### src/rtl/pwm_dt_pkg.sv
package pwm_dt_pkg;
  // Strobes passed from the timing control to the output datapath.
  typedef struct packed {
    logic dropA;   // force A low now
    logic dropB;   // force B low now
    logic riseA;   // raise A now
    logic riseB;   // raise B now
    logic capA;    // hold A's fraction for a later rise
    logic capB;    // hold B's fraction for a later rise
    logic immed;   // rise happens on the edge itself (zero count)
  } dtStrobes_t;
endpackage

### src/rtl/pwm_dt_ctrl.sv
module pwm_dt_ctrl
  import pwm_dt_pkg::*;
#(
  parameter int CNT_W = 11
) (
  input  logic             clk,
  input  logic             rst,
  input  logic             refIn,
  input  logic [CNT_W-1:0] wholeA,
  input  logic [CNT_W-1:0] wholeB,
  output dtStrobes_t       strb
);
  logic             refQ, armed, pending, tgtA;
  logic [CNT_W-1:0] cnt;
  logic             edgeSeen;
  logic [CNT_W-1:0] loadVal;

  assign edgeSeen = !armed || (refIn != refQ);
  assign loadVal  = refIn ? wholeA : wholeB;

  always_comb begin
    strb = '0;
    if (edgeSeen) begin
      if (refIn) begin
        strb.dropB = 1'b1;
        if (wholeA == '0) begin
          strb.riseA = 1'b1;
          strb.immed = 1'b1;
        end else begin
          strb.capA = 1'b1;
        end
      end else begin
        strb.dropA = 1'b1;
        if (wholeB == '0) begin
          strb.riseB = 1'b1;
          strb.immed = 1'b1;
        end else begin
          strb.capB = 1'b1;
        end
      end
    end else if (pending && cnt == CNT_W'(1)) begin
      strb.riseA = tgtA;
      strb.riseB = !tgtA;
    end
  end

  always_ff @(posedge clk) begin
    if (rst) begin
      refQ    <= 1'b0;
      armed   <= 1'b0;
      pending <= 1'b0;
      tgtA    <= 1'b0;
      cnt     <= '0;
    end else begin
      refQ  <= refIn;
      armed <= 1'b1;
      if (edgeSeen) begin
        tgtA    <= refIn;
        cnt     <= loadVal;
        pending <= (loadVal != '0);
      end else if (pending) begin
        cnt <= cnt - CNT_W'(1);
        if (cnt == CNT_W'(1)) pending <= 1'b0;
      end
    end
  end
endmodule

### src/rtl/pwm_dt_datapath.sv
module pwm_dt_datapath
  import pwm_dt_pkg::*;
#(
  parameter int DT_W   = 16,
  parameter int FRAC_W = 5,
  localparam int WHOLE_W = DT_W - FRAC_W
) (
  input  logic               clk,
  input  logic               rst,
  input  logic               fracMode,
  input  logic [DT_W-1:0]    dtRiseA,
  input  logic [DT_W-1:0]    dtRiseB,
  input  dtStrobes_t         strb,
  output logic [WHOLE_W-1:0] wholeA,
  output logic [WHOLE_W-1:0] wholeB,
  output logic               outA,
  output logic               outB,
  output logic [FRAC_W-1:0]  fracCode,
  output logic               fracStrobe
);
  logic [DT_W-1:0]    dtWord  [2];
  logic [WHOLE_W-1:0] wholeCh [2];
  logic [FRAC_W-1:0]  fracCh  [2];
  logic [FRAC_W-1:0]  fracHold;
  logic               fire;

  assign dtWord[0] = dtRiseA;
  assign dtWord[1] = dtRiseB;

  for (genvar ch = 0; ch < 2; ch++) begin : g_decode
    assign wholeCh[ch] = fracMode ? dtWord[ch][DT_W-1:FRAC_W]
                                  : dtWord[ch][WHOLE_W-1:0];
    assign fracCh[ch]  = fracMode ? dtWord[ch][FRAC_W-1:0] : '0;
  end

  assign wholeA = wholeCh[0];
  assign wholeB = wholeCh[1];
  assign fire   = strb.riseA || strb.riseB;

  always_ff @(posedge clk) begin
    if (rst) begin
      outA       <= 1'b0;
      outB       <= 1'b0;
      fracHold   <= '0;
      fracCode   <= '0;
      fracStrobe <= 1'b0;
    end else begin
      if (strb.dropA)      outA <= 1'b0;
      else if (strb.riseA) outA <= 1'b1;
      if (strb.dropB)      outB <= 1'b0;
      else if (strb.riseB) outB <= 1'b1;
      if (strb.capA) fracHold <= fracCh[0];
      if (strb.capB) fracHold <= fracCh[1];
      fracStrobe <= fire && fracMode;
      if (fire && fracMode)
        fracCode <= strb.immed ? (strb.riseA ? fracCh[0] : fracCh[1]) : fracHold;
      else
        fracCode <= '0;
    end
  end
endmodule

### src/rtl/pwm_deadtime_pair.sv
module pwm_deadtime_pair
  import pwm_dt_pkg::*;
#(
  parameter int DT_W   = 16,
  parameter int FRAC_W = 5
) (
  input  logic              clk,
  input  logic              rst,
  input  logic              refIn,
  input  logic              fracMode,
  input  logic [DT_W-1:0]   dtRiseA,
  input  logic [DT_W-1:0]   dtRiseB,
  output logic              outA,
  output logic              outB,
  output logic [FRAC_W-1:0] fracCode,
  output logic              fracStrobe
);
  localparam int WHOLE_W = DT_W - FRAC_W;

  dtStrobes_t         strb;
  logic [WHOLE_W-1:0] wholeA, wholeB;

  pwm_dt_ctrl #(.CNT_W(WHOLE_W)) ctrl_i (
    .clk(clk), .rst(rst), .refIn(refIn),
    .wholeA(wholeA), .wholeB(wholeB), .strb(strb)
  );

  pwm_dt_datapath #(.DT_W(DT_W), .FRAC_W(FRAC_W)) dp_i (
    .clk(clk), .rst(rst), .fracMode(fracMode),
    .dtRiseA(dtRiseA), .dtRiseB(dtRiseB), .strb(strb),
    .wholeA(wholeA), .wholeB(wholeB),
    .outA(outA), .outB(outB), .fracCode(fracCode), .fracStrobe(fracStrobe)
  );
endmodule

### config.mk
export PLATFORM = sky130hd
export DESIGN_NAME = pwm_deadtime_pair
export DESIGN_NICKNAME = d
export VERILOG_FILES = /design/src/rtl/pwm_dt_pkg.sv /design/src/rtl/pwm_dt_ctrl.sv /design/src/rtl/pwm_dt_datapath.sv /design/src/rtl/pwm_deadtime_pair.sv
export SDC_FILE = /design/constraint.sdc
export NUM_CORES = 1
export LEC_CHECK = 0
export ABC_AREA = 1
export ABC_CLOCK_PERIOD_IN_PS = 2100
export BUFFER_PORTS_ARGS = -buffer_cell sky130_fd_sc_hd__buf_2
export CAP_MARGIN = 10
export CORE_UTILIZATION = 50
export CTS_CLUSTER_SIZE = 10
export DETAILED_ROUTE_END_ITERATION = 8
export PLACE_DENSITY = 0.74
export SYNTH_ARGS = -nofsm -noshare
export SYNTH_HDL_FRONTEND = slang
export SYNTH_SLANG_ARGS = --single-unit
### constraint.sdc
create_clock -name clk -period 2.1 [get_ports clk]
set_input_delay 0.21 -clock clk [delete_from_list [all_inputs] [get_ports clk]]
set_output_delay 0.21 -clock clk [all_outputs]
set_load 0.01 [all_outputs]
After elaboration in Yosys (flattened, before gate mapping) --
Index checks and enable logic that the tools add are counted.
Word-level totals: register bits 28, input port bits 36, output and inout port bits 8, logic and storage cells 57
Cells by class: $add $sub $neg 1, equal/unequal tests 2, multiplexer cells 29, bitwise gates (word level) 1, reductions and logical operators 14
Operator list (count):
- 11-bit two-way mux | 5
- 5-bit two-way mux | 6
- 11-bit logical NOT | 2
- 1-bit two-way mux | 13
- 11-bit by 1-bit == test with 1-bit output, second input constant | 1
- 11-bit nonzero test | 1
- 11-bit by 1-bit subtractor with 11-bit output, second input constant | 1
- 2-bit two-way mux | 4
- 2-bit OR reduction | 3
- 2-bit nonzero test | 2
- 3-bit two-way mux | 1
- 1-bit logical AND | 2
- 1-bit logical NOT | 2
- 1-bit logical OR | 2
- 1-bit != test | 1
- 1-bit inverter | 1

Logic depth before layout (Yosys ltp) --
depth in word-level cells 9, gate-level depth with buffers 13, mapped depth without buffers 12

Hierarchy --
From an unflattened synthesis, not the netlist that was laid out.
Second synthesis, totals: cell total of the unflattened synthesis 377, area, all modules 2154.6 um^2
Modules (own cells, without submodules):
- pwm_dt_ctrl | instances 1, cells each 206, area an instance 1216.2 um^2, sequential area each 300.3 um^2
- pwm_dt_datapath | instances 1, cells each 171, area an instance 938.4 um^2, sequential area each 260.2 um^2

Worst setup path after synthesis --
OpenSTA, ideal clock, no wires.
path kind reg2reg, start point reg ctrl_i.pending, end point reg dp_i.fracCode[0], library setup time 66 ps, arrival 1404 ps, required time 2034 ps, path slack 630 ps, stages on the path, launching flop included 10, path buffers 1, period minus slack after synthesis 1470 ps, cells stage by stage dfxtp_1 > clkbuf_1 > inv_2 > nor2_2 > nand3_2 > nand2_2 > inv_2 > nand2_2 > nand2_2 > a21oi_2
On the way: word-level cells in the longest chain between the ends 7, elaborated cells on any way between the ends 9, those cells by class mux (4); bitwise (1); reduce/logical (4)
Ends and longest elaborated chain:
- start: declaration | line pwm_dt_ctrl.sv:13 | logic refQ, armed, pending, tgtA;
- start signal: assignment | line pwm_dt_ctrl.sv:60 | pending <= (loadVal != '0);
- 1-bit logical AND (*) | line pwm_dt_ctrl.sv:41 | end else if (pending && cnt == CNT_W'(1)) begin
- 2-bit two-way mux (*) | line pwm_dt_ctrl.sv:41
- 2-bit two-way mux (*) | line pwm_dt_ctrl.sv:23 | if (edgeSeen) begin
- 1-bit logical OR | line pwm_dt_datapath.sv:38 | assign fire = strb.riseA || strb.riseB;
- 1-bit logical AND | line pwm_dt_datapath.sv:55 | if (fire && fracMode)
- 1-bit inverter (no source line)
- 2-bit OR reduction (no source line)
- end signal: assignment | line pwm_dt_datapath.sv:56 | fracCode <= strb.immed ? (strb.riseA ? fracCh[0] : fracCh[1]) : fracHold;
- end: declaration | line pwm_dt_datapath.sv:18 | output logic [FRAC_W-1:0] fracCode,
Mark *: on every way between the ends. The rest lies on a longest branch, timed or not. A chain may end at the register's enable or synchronous reset.

Final worst setup path --
start point reg ctrl_i.cnt[6], end point reg dp_i.fracCode[0]
On the way: word-level cells in the longest chain between the ends 8, elaborated cells on any way between the ends 10, those cells by class eq/ne (1); mux (4); bitwise (1); reduce/logical (4)
Ends and longest elaborated chain:
- start: declaration | line pwm_dt_ctrl.sv:14 | logic [CNT_W-1:0] cnt;
- start signal: assignment | line pwm_dt_ctrl.sv:59 | cnt <= loadVal;
- start signal: assignment | line pwm_dt_ctrl.sv:62 | cnt <= cnt - CNT_W'(1);
- 11-bit by 1-bit == test with 1-bit output (*) | line pwm_dt_ctrl.sv:41
- 1-bit logical AND (*) | line pwm_dt_ctrl.sv:41
- 2-bit two-way mux (*) | line pwm_dt_ctrl.sv:41
- 2-bit two-way mux (*) | line pwm_dt_ctrl.sv:23
- 1-bit logical OR | line pwm_dt_datapath.sv:38
- 1-bit logical AND | line pwm_dt_datapath.sv:55
- 1-bit inverter (no source line)
- 2-bit OR reduction (no source line)
Marks and branches as above.

==> results.yml <==
status:
  status: "finished clean"
critical_path:
  r2r_setup_slack_ns: 0.38
  required_ns: 2.32
  critPathLaunchType: "register"
  startpoint: "ctrl_i.cnt[6]"
  worstSetupEndpointType: "register"
  crit_path_cell_trace: "or2_1 > nor2_1 > nand2_1 > nor2_1 > nand3_2 > nand2_2 > inv_2 > nand2_2 > nand2_2 > a21oi_2"
  reg2reg_to: "dp_i.fracCode[0]"
  arrival_ns: 1.94
  crit_slowest_cell: "dfxtp_1"
  crit_type: "register to register"
  critPathTopFamily: "simple AND/OR/NAND/NOR gates"
  rr_worst_depth: 10
  crit_fanout: 7
  cp_slowest_stage_delay_ns: 0.32
  cpMostUsedCell: "nand2_2"
  path_buf_inv: 1
  endpoint: "dp_i.fracCode[0]"
  cp_num_cells: 10
  rr_startpoint: "ctrl_i.cnt[6]"
layout:
  fin_nets: 415
  drive_above_1_share: 0.210
  areaGrowthSynthToFinish_pct: 16.3
  register_area_um2: 561
  largest_register: "ctrl_i.cnt"
  largest_reg_flops: 11
  multi_input_area_mm2: 0.00126
  fillers: 366
  reg_top3: "ctrl_i.cnt: 11 flops, dp_i.fracCode: 5 flops, dp_i.fracHold: 5 flops"
  antennaDiodeCount: 0
synth:
  yosys.area.top_type: "dfxtp_1"
  synthAdderAreaFrac: 0.0123
  ys_seq_area_frac: 0.276
  synthTopCellsByArea: "dfxtp_1 28%, nand2_1 20%, nand3_1 7.9%"
  ys.flop_type: "dfxtp_1"
  async_flop_share: 0
  synth_xor_area_frac: 0.0129
  ys_ff_latch: 28
  synth_fp_nets: 375
  yosys_warnings: 0
  synthesis.area_mm2: 0.00203
  synth_top_family_by_area: "simple AND/OR/NAND/NOR gates"
  synth_top_area_share: 0.276
  synth_simple_gate_area_frac: 0.451
  muxShareOfSynthArea: 0
  syn_avg_cell_area_um2: 6.03
  synth_compound_area_frac: 0.146
  synth_enable_flop_cells: 0
  syn-instance-count: 337
  yosysUniqueCellTypes: 35
drt:
  drt_iter0_drc: 123
  wl_per_cell_um: 12.7
  drc: 0
  wirelength_um: 5400
  first_pass_iters: 5
  avgViaCountPerCell: 5.41
  drtAntennaViolNets: 0
  vias: 2295
clock_tree:
  cts-resized-gates: 0
  clkSlewWorstSetupHoldPaths_ns: 0.10
  clock_latency_ns: 0.28
  clkSinkCount: 28
  htree_levels: 1
  cts_setup_buffers: 0
  holdBufCountCts: 0
  root_buffer: "clkbuf_8"
  cts_buffer_depth: 2
  cts_tree: "yes"
  cts_made_buffers: 3
floorplanning:
  die_h_um: 65.8
  die_w_um: 65.8
  die_area_mm2: 0.00432
  io_pins: 44
  core_area_mm2: 0.00377
  rows: 22
  start_util: 0.539
global_routing:
  grt_max_degree: 28
  grt.total_usage: 0.267
  grt_overflow: 0
  antenna_found_initial: 0
  grt_pass1_vias: 2013
  grt_pass1_wl_um: 8950
timing:
  rsz0062_at_grt: "no"
  finalCriticalPeriod_ns: 1.72
  slew-limit-headroom: 0.756
  min_period_over_period: 0.818
  hold_viol: 0
  finalSetupViolCount: 0
  fin_skew_ns: 0.00375
  max_freq_ghz: 0.582
  slew_violations: 0
  worst_pin_slew_ns: 0.366
  fin_setup_tns_ns: 0
placement:
  numPortBuffers: 43
  gp_congestion: 0.930
  dp_hpwl_um: 4240
power:
  p_per_area_mw_per_mm2: 578
  p_leak_nw: 1.19
  power.total_mw: 1.37
  peakVddDrop_mv: 0.281
hold_path:
  hold_path_class: "primary input to register"
run:
  maxCapViolCount: 0
-- how the worst min path moves through the flow --
stage,from,end,slack [ns],cells past startpoint
3_5_place_dp,dp_i.outA,dp_i.outA,0.47,2
5_1_grt,rst,ctrl_i.cnt[6],0.32,2
2_1_floorplan,dtRiseA[4],dp_i.fracCode[4],0.44,4
4_1_cts,dtRiseB[2],dp_i.fracHold[2],0.30,5
6_report,dtRiseB[2],dp_i.fracHold[2],0.31,5
3_3_place_gp,dp_i.fracHold[4],dp_i.fracHold[4],0.48,2
-- tightest hold or removal path, stage by stage --
cell	delay, ns
buf_2	0.12
nand4_1	0.08
nand2_1	0.05
clkinv_1	0.04
a21oi_1	0.04
-- cell type report --
cell class	instances	area share
Clock buffer	3	0.0175
Clock inverter	1	0.0127
Inverter	39	0.0619
Multi-Input combinational cell	256	0.535
Sequential cell	28	0.237
Tap cell	48	0.0254
Timing Repair Buffer	49	0.110
-- power breakdown --
group | switching [mW] | internal [mW] | leakage (nW)
clock | 0.176 | 0.255 | 0.0357
combinational | 0.223 | 0.127 | 0.920
sequential | 0.0221 | 0.563 | 0.231
-- cells in the final DEF (no fill, tap or decap), types with 4 or more instances in the layout --
cell type,count
o22ai_1,4
a21oi_1,12
nand4_1,13
nand2_2,4
a21oi_2,4
nor2_1,23
o21ai_0,8
dfxtp_1,28
inv_2,8
nand3_1,32
buf_2,43
clkinv_1,5
nand2_1,109
inv_1,26
buf_4,6
o21ai_1,15
-- routing by layer --
layer,part of all wire,routed length (µm),global-route usage
met3,0.053,286,0.0226
met2,0.45,2410,0.434
met4,0.011,57,0.0652
met5,0,0,0
met1,0.49,2650,0.378
-- kinds of logic (layout without fill, tap and decap cells) --
family	after synthesis	count (layout)
AND/OR/NAND/NOR	200	200
buffers and inverters	53	92
AO/OA/AOI/OAI	51	51
flip-flops	28	28
XOR/XNOR	3	3
adder cells (fa/ha/maj)	2	2
-- synth_stat cells, drive strengths merged, types with 3 or more instances --
cell type and count:
xor2 3, nand4 13, buf 7, inv 34, clkinv 5, nand3 35, dfxtp 28, o21ai 23
clkbuf 7, or2 6, nor3 3, o22ai 4, nand2 113, nor2 28, a21oi 16
-- per-stage QoR --
stage	cell area, µm²	hold WS, ns	instances	setup slack (ns)	util
after detailed placement	2290	0.473	420	0.190	0.608
after floorplan	2030	0.443	337	0.630	-
after global placement	2290	0.478	420	0.284	0.608
after CTS	2360	0.305	424	0.417	0.627
after global routing	2360	0.316	424	0.180	0.627
final	2360	0.309	424	0.383	0.627
Note: power is estimated with default switching activity, not from simulation.
